<file path="src/rtl/mem_lock_guard.sv">
module mem_lock_guard (
  input  logic       clk,
  input  logic       rst_n,
  input  logic       cmd_prog,
  input  logic [7:0] cmd_data,
  input  logic       cmd_erase,
  input  logic       req_valid,
  input  logic [2:0] req_kind,
  input  logic       req_src,
  input  logic       req_tgt,
  input  logic       run_in_boot,
  input  logic       vec_in_boot,
  output logic [7:0] lock_q,
  output logic       grant,
  output logic       deny,
  output logic       int_block
);

  logic [7:0] lock_r;
  logic       allow;

  wire ext_open   = (lock_r[1:0] == 2'b11);
  wire vrfy_open  = lock_r[1];
  wire spw_app_ok = lock_r[2];
  wire rd_app_ok  = lock_r[3];
  wire spw_bt_ok  = lock_r[4];
  wire rd_bt_ok   = lock_r[5];

  always_comb begin
    case (req_kind)
      3'd0, 3'd2: allow = ext_open;
      3'd1:       allow = vrfy_open;
      3'd3:       allow = req_tgt ? spw_bt_ok : spw_app_ok;
      3'd4: begin
        if (req_src == req_tgt) allow = 1'b1;
        else if (req_src)       allow = rd_app_ok;
        else                    allow = rd_bt_ok;
      end
      default:    allow = 1'b0;
    endcase
  end

  always_ff @(posedge clk or negedge rst_n) begin
    if (!rst_n) begin
      lock_r <= 8'hFF;
      grant  <= 1'b0;
      deny   <= 1'b0;
    end else begin
      if (cmd_erase)     lock_r <= 8'hFF;
      else if (cmd_prog) lock_r <= {2'b11, lock_r[5:0] & cmd_data[5:0]};
      grant <= req_valid & allow;
      deny  <= req_valid & ~allow;
    end
  end

  assign lock_q    = lock_r;
  assign int_block = vec_in_boot & ~run_in_boot & ~lock_r[3];

  assert_clear_only_R2: assert property (@(posedge clk) disable iff (!rst_n)
    !cmd_erase |=> ((lock_q & ~$past(lock_q)) == 8'h00));

  assert_erase_wins_R3: assert property (@(posedge clk) disable iff (!rst_n)
    cmd_erase |=> (lock_q == 8'hFF));

  assert_one_flag_R4: assert property (@(posedge clk) disable iff (!rst_n)
    req_valid |=> (grant ^ deny));

  assert_quiet_R4: assert property (@(posedge clk) disable iff (!rst_n)
    !req_valid |=> (!grant && !deny));

  assert_ext_locked_R5: assert property (@(posedge clk) disable iff (!rst_n)
    (req_valid && (req_kind == 3'd0 || req_kind == 3'd2) && lock_q[1:0] != 2'b11) |=> deny);

  assert_high_bits_R2: assert property (@(posedge clk) disable iff (!rst_n)
    lock_q[7:6] == 2'b11);

  assert_req_no_write_R10: assert property (@(posedge clk) disable iff (!rst_n)
    (!cmd_erase && !cmd_prog) |=> $stable(lock_q));

endmodule

</file>
<file path="config.mk">
export PLATFORM = sky130hd
export DESIGN_NAME = mem_lock_guard
export DESIGN_NICKNAME = d
export VERILOG_FILES = /design/src/rtl/mem_lock_guard.sv
export SDC_FILE = /design/constraint.sdc
export NUM_CORES = 1
export LEC_CHECK = 0
export CORE_AREA = 5 5 42 44
export CTS_CLUSTER_DIAMETER = 30
export CTS_CLUSTER_SIZE = 25
export DETAILED_ROUTE_END_ITERATION = 10
export DIE_AREA = 0 0 47 49
export HOLD_SLACK_MARGIN = 0.06
export PLACE_DENSITY = 0.82
export REMOVE_ABC_BUFFERS = 1
export SYNTH_ARGS = -nofsm -noshare
export SYNTH_HDL_FRONTEND = slang
export SYNTH_SLANG_ARGS = --single-unit
</file>
<file path="constraint.sdc">
create_clock -name clk -period 1.2 [get_ports clk]
set_input_delay 0.36 -clock clk [delete_from_list [all_inputs] [get_ports clk]]
set_output_delay 0.36 -clock clk [all_outputs]
set_load 0.02 [all_outputs]
</file>
==> run metrics, run 1 <==
Critical Path Max Stage Delay 0.54 ns; first-pass GRT wire length roughly 1.7 mm; CP max FO 3; row count 14; largest net degree at the start of global routing 9; total CTS buffers 3; CP required 0.84 ns; die width 47 um; clock power share 0.309; final instance area 785 um^2; Seq/Total Area, Yosys 0.519; Post-Synthesis Cells 35; Crit. End Element output port; most frequent cells in the layout 10 x clkdlybuf4s50_1, 10 x buf_4; Clock Latency Late Sink 0.27 ns; Sw Ratio 0.271; Antenna Nets Post-Route 0; Hold Path Class in2async; DP HPWL 888 um; final-report setup violation count 7; via/cell ratio 4.61; clk sinks 8; GR Overflow Total 0; fmax 0.736 GHz; status finished with violations; diode count 0; synthesized area 400 um^2; RSZ-0062 raised after global routing true; share of cells above drive strength 1 0.452; Critical R2R Launch lock_q[0]; internal power ~0.55 mW; CTS Buffer Depth 2; Layout area overhead 95.9%; H-tree Lvls 1; dpl cells 85; Final Net Count 94; wire length per cell 12.6 um; number of global-route vias before repair 388; failing checks setup timing; via count 410; DRT Pass-1 Iters 4; Clock transition at path regs 0.06 ns; Pleak between 0.3 and 0.4 nW; worst reg2reg path endpoint grant; startpoint types flip-flop; Synth cell types 17; port buffer count 26; peak supply drop roughly 510 uV; die footprint roughly 0.0023 mm^2; crit path launch lock_q[3]; fin cells 89; hold bufs inserted after CTS 0; maxcap violations 0; Final Max Slew Viols 0; CP Data Arrival Time 1.00 ns; slowest stage cell, crit path dfstp_2; ratio of final minimum period to clock period 1.13; reg2reg setup slack 0.05 ns; # fillers 135; Hold Fails Final Rpt 0; CTS Root Cell clkbuf_4; CP Depth 2; GRT Util Overall 0.102; final worst slack -0.159 ns; register bit count reported by yosys 8; die height 49 um; Flop pwr share 0.413; Core ar. 0.00140 mm^2; Worst path top cell family by delay flip-flops; Critical path destination int_block; Initial Util 0.286; Comb power frac 0.278; Post-Place Cell Area approximately 740 um^2; Worst Clk Skew 0.0107 ns; GPL Wtd Cong 0.729; Synth Area per Inst 11.4 um^2; Power Density approximately 960 mW/mm^2; min Tclk post-route approximately 1.4 ns; I/O pins 31; CTS tree built; Crit Path Category reg2out; pre-CTS setup slack -0.810 ns; Total Wirelength 1.12 mm; drt drc 0; Worst R2R Path Depth 3; Net Sw Power 0.204 mW; cells along the critical path nor3b_2 > buf_4; buffers and inverters on the worst path 1; initial antenna violation count 0; Starting DRT DRC Count 2; YS warnings 0
[logic make-up after synthesis]
logic type,synth area share
and+or+nand+nor,0.206
AOI/OAI and AO/OA,0.194
DFF,0.519
buffers and inverters,0.0469
muxes,0.0250
other,0.00937
[synthesized netlist by cell type (all sizes together)]
cell type  count  share of area
nand2          1         0.0094
dfrtp          2           0.13
conb           1         0.0094
o2111a         1          0.028
a21o           6           0.11
nor3           1          0.012
a211oi         1          0.031
buf            2          0.037
inv            1         0.0094
o31a           1          0.022
nor4b          1          0.022
or3b           1          0.022
nor2           1         0.0094
nand2b         6          0.094
mux2i          1          0.025
nor3b          2          0.037
dfstp          6           0.39
[sequential cells by signal, indices dropped and copies added, names as in the netlist]
signal and flops:
deny 1, grant 1, lock_q 6
[stage by stage]
stage	setup TNS, ns	hold slack, ns	utilization	power (mW)
after floorplan	-0.106	0.0644	-	0.383
after global placement	-3.66	0.619	0.526	0.519
after detailed placement	-3.88	0.627	0.526	0.524
after CTS	-0.695	0.383	0.540	0.754
after global routing	-0.849	0.393	0.560	0.802
final	-0.642	0.374	0.560	0.752
[worst min path at each step]
stage / start / end / slack [ns] / cells past startpoint
3_5_place_dp: lock_q[5] / lock_q[5] / 0.63 / 2
2_1_floorplan: rst_n / deny / 0.06 / 0
3_3_place_gp: lock_q[2] / lock_q[2] / 0.62 / 2
5_1_grt: rst_n / grant / 0.39 / 1
4_1_cts: rst_n / deny / 0.38 / 1
6_report: rst_n / deny / 0.37 / 1
[metal layers]
layer	global-route usage	share of wire	vias up
met5	0	0	-
met2	0.147	0.50	21
met3	0.0332	0.12	3
met4	0.0691	0.025	0
li1	-	-	198
met1	0.123	0.35	188
[worst reg2reg max path, cell delays in order (launching register included)]
cell,delay (ns)
dfstp_2,0.37
buf_4,0.13
o2111a_1,0.26
o31a_1,0.27
[cell type report]
class	instances	area, um^2	share of cell area
repair buffers	35	312	0.397
flip-flops and latches	8	208	0.265
multi-input cells	25	215	0.274
clock buffers	4	26.3	0.0335
inverters	1	3.75	0.00478
well taps	16	20.0	0.0255
[power by group through the flow]
stage               registers (mW)  logic, mW  clock network, mW
floorplan                    0.340     0.0431                  0
global placement             0.311      0.208                  0
finish                       0.310      0.209              0.232
CTS                          0.310      0.203              0.240
global route                 0.312      0.225              0.265
detailed placement           0.312      0.212                  0
[timing repair]
item,CTS,global route
gates resized for setup,57,5
setup endpoints to repair,11,9
pin swaps,4,3
buffers inserted,0,0
No activity file was read; power rests on OpenSTA's default activity.
==> run 2: changes to the inputs <==
--- a/config.mk
+++ b/config.mk
@@ -12,7 +12,6 @@
 export DIE_AREA = 0 0 47 49
 export HOLD_SLACK_MARGIN = 0.06
 export PLACE_DENSITY = 0.82
-export REMOVE_ABC_BUFFERS = 1
 export SYNTH_ARGS = -nofsm -noshare
 export SYNTH_HDL_FRONTEND = slang
 export SYNTH_SLANG_ARGS = --single-unit
==> run metrics, run 2 (same netlist as run 1, synthesis figures left out) <==
status finished with violations; failing checks setup timing; most frequent cells in the layout 10 x clkdlybuf4s50_1, 9 x buf_4, 7 x dlygate4sd2_1; reg2reg setup slack 0.02 ns (-0.03 ns); Layout area overhead 89.7%; # fillers 137 (+1.5%); final core occ 0.542 (-0.0179); GPL Wtd Cong 0.729 (about the same); cells along the critical path nor3b_2 > buf_4; CP max FO 3 (unchanged); fmax 0.741 GHz (+0.75%); CP Data Arrival Time 0.99 ns (about the same); grt met3 use 0.0295 (-0.00369); number of global-route vias before repair 414 (+6.7%); port buffer count 26 (unchanged); slowest stage cell, crit path dfstp_2; GRT Util Overall 0.101 (-0.000565); final worst slack -0.149 ns (+0.0102 ns); Power Density 943 mW/mm^2 (-1.6%); share of cells above drive strength 1 0.437 (-0.0154); clk sinks 8 (unchanged); met1 Track Usage GR 0.112 (-0.0107); Hold Path Class in2async; CTS tree built; total power 0.716 mW (-4.8%); Largest register FFs 6 (unchanged); die height 49 um (unchanged); final setup TNS -0.570 ns (+0.0723 ns); Antenna Nets Post-Route 0 (unchanged); total CTS buffers 3 (unchanged); min Tclk post-route 1.35 ns (-0.0102 ns); Total Wirelength 1.07 mm (-4.4%); row count 14 (unchanged); final-report setup violation count 7 (unchanged); DRT Pass-1 Iters 3 (-1); H-tree Lvls 1 (unchanged); GR Overflow Total 0 (unchanged); CTS Buffer Depth 2 (unchanged); Hold Fails Final Rpt 0 (unchanged); peak supply drop 506 uV (-1.7%); die footprint 0.00230 mm^2 (unchanged); startpoint types flip-flop; Critical R2R Launch lock_q[3]; Clock Latency Late Sink 0.25 ns (-0.02 ns); via count 402 (-2.0%); CTS Root Cell clkbuf_4; first-pass GRT wire length 1.65 mm (-0.42%); met2 usage 0.158 (+0.0113); GR peak layer met2; initial antenna violation count 0 (unchanged); diode count 0 (unchanged); Final Net Count 93 (-1.1%); Crit. End Element output port; ratio of final minimum period to clock period 1.12 (-0.00847); Pleak 0.349 nW (-3.7%); CP required 0.84 ns (about the same); Core ar. 0.00140 mm^2 (unchanged); maxcap violations 0 (unchanged); Clock transition at path regs 0.05 ns (about the same); DP HPWL 893 um (+0.52%); I/O pins 31 (unchanged); Critical Path Max Stage Delay 0.54 ns (about the same); Worst R2R Path Depth 4 (+1); RSZ-0062 raised after global routing true; largest net degree at the start of global routing 9 (unchanged); Initial Util 0.286 (unchanged); worst reg2reg path endpoint grant; most common cell after layout, fill and taps aside clkdlybuf4s50_1; drt drc 0 (unchanged); via/cell ratio 4.62 (+0.30%); Crit Path Category reg2out; Worst Clk Skew 0.00423 ns (-0.00643 ns); wire length per cell 12.3 um (-2.2%); Starting DRT DRC Count 5 (+3); die width 47 um (unchanged); Final Max Slew Viols 0 (unchanged)
[run 2: cell count changes in the layout (fill, tap and decap cells not counted), sizes merged]
cell | previous run | this run
clkbuf | 4 | 3
dlygate4sd2 | 6 | 7
dlymetal6s2s | 1 | 0
buf | 18 | 17
[run 2: report_power, final]
group          switching (mW)  total (mW)  internal (mW)
combinational          0.0863       0.202          0.116
sequential             0.0114       0.311          0.300
clock                  0.0890       0.203          0.114
[run 2: layer usage]
layer | share of wire | vias up
met3 | 0.15 | 2
met4 | 0.0037 | 0
met1 | 0.33 | 186
met5 | 0 | -
li1 | - | 194
met2 | 0.52 | 20
[run 2: final cells by class]
type / count / area [um^2] / share of cell area
clock buffer: 3 / 22.5 / 0.0297
multi-input combinational: 25 / 205 / 0.270
inverter: 1 / 3.75 / 0.00494
sequential: 8 / 208 / 0.273
tap: 16 / 20.0 / 0.0264
timing repair buffer: 34 / 300 / 0.395
[run 2: repair_timing]
| item | 4_1_cts | 5_1_grt |
|---|---|---|
| setup buffers | 0 | 0 |
| setup endpoints to repair | 11 | 9 |
| hold buffers | 0 | 0 |
| gates resized for setup | 57 | 1 |
| pin swaps | 4 | 2 |
[run 2: stage by stage]
step	instance area (um^2)	cells	setup slack [ns]	hold WS, ns
after global placement	734	84	-0.709	0.619
final	759	87	-0.149	0.391
after floorplan	409	36	0.0839	0.0644
after CTS	753	87	-0.171	0.386
after detailed placement	734	84	-0.728	0.628
after global routing	759	87	-0.193	0.411
[run 2: worst max-delay path by stage]
stage | startpoint | to | slack [ns] | cells after the start
after CTS | lock_q[3] | int_block | -0.17 | 2
final | lock_q[3] | int_block | -0.15 | 2
after global routing | lock_q[3] | int_block | -0.19 | 2
after floorplan | lock_q[3] | int_block | 0.08 | 1
after global placement | vec_in_boot | int_block | -0.71 | 3
after detailed placement | vec_in_boot | int_block | -0.73 | 3
[run 2: critical path, delay by kind of cell, from the launching register on]
family	cells	cell delay, ns
buf+inv	1	0.15
flops	1	0.54
simple gates	1	0.04
==> run 3: changes to the inputs <==
--- a/config.mk
+++ b/config.mk
@@ -10,7 +10,7 @@
 export CTS_CLUSTER_SIZE = 25
 export DETAILED_ROUTE_END_ITERATION = 10
 export DIE_AREA = 0 0 47 49
-export HOLD_SLACK_MARGIN = 0.06
+export HOLD_SLACK_MARGIN = 0.03
 export PLACE_DENSITY = 0.82
 export SYNTH_ARGS = -nofsm -noshare
 export SYNTH_HDL_FRONTEND = slang
==> results of run 3 <==
Final layout, timing and power as in run 2 (identical DEF).
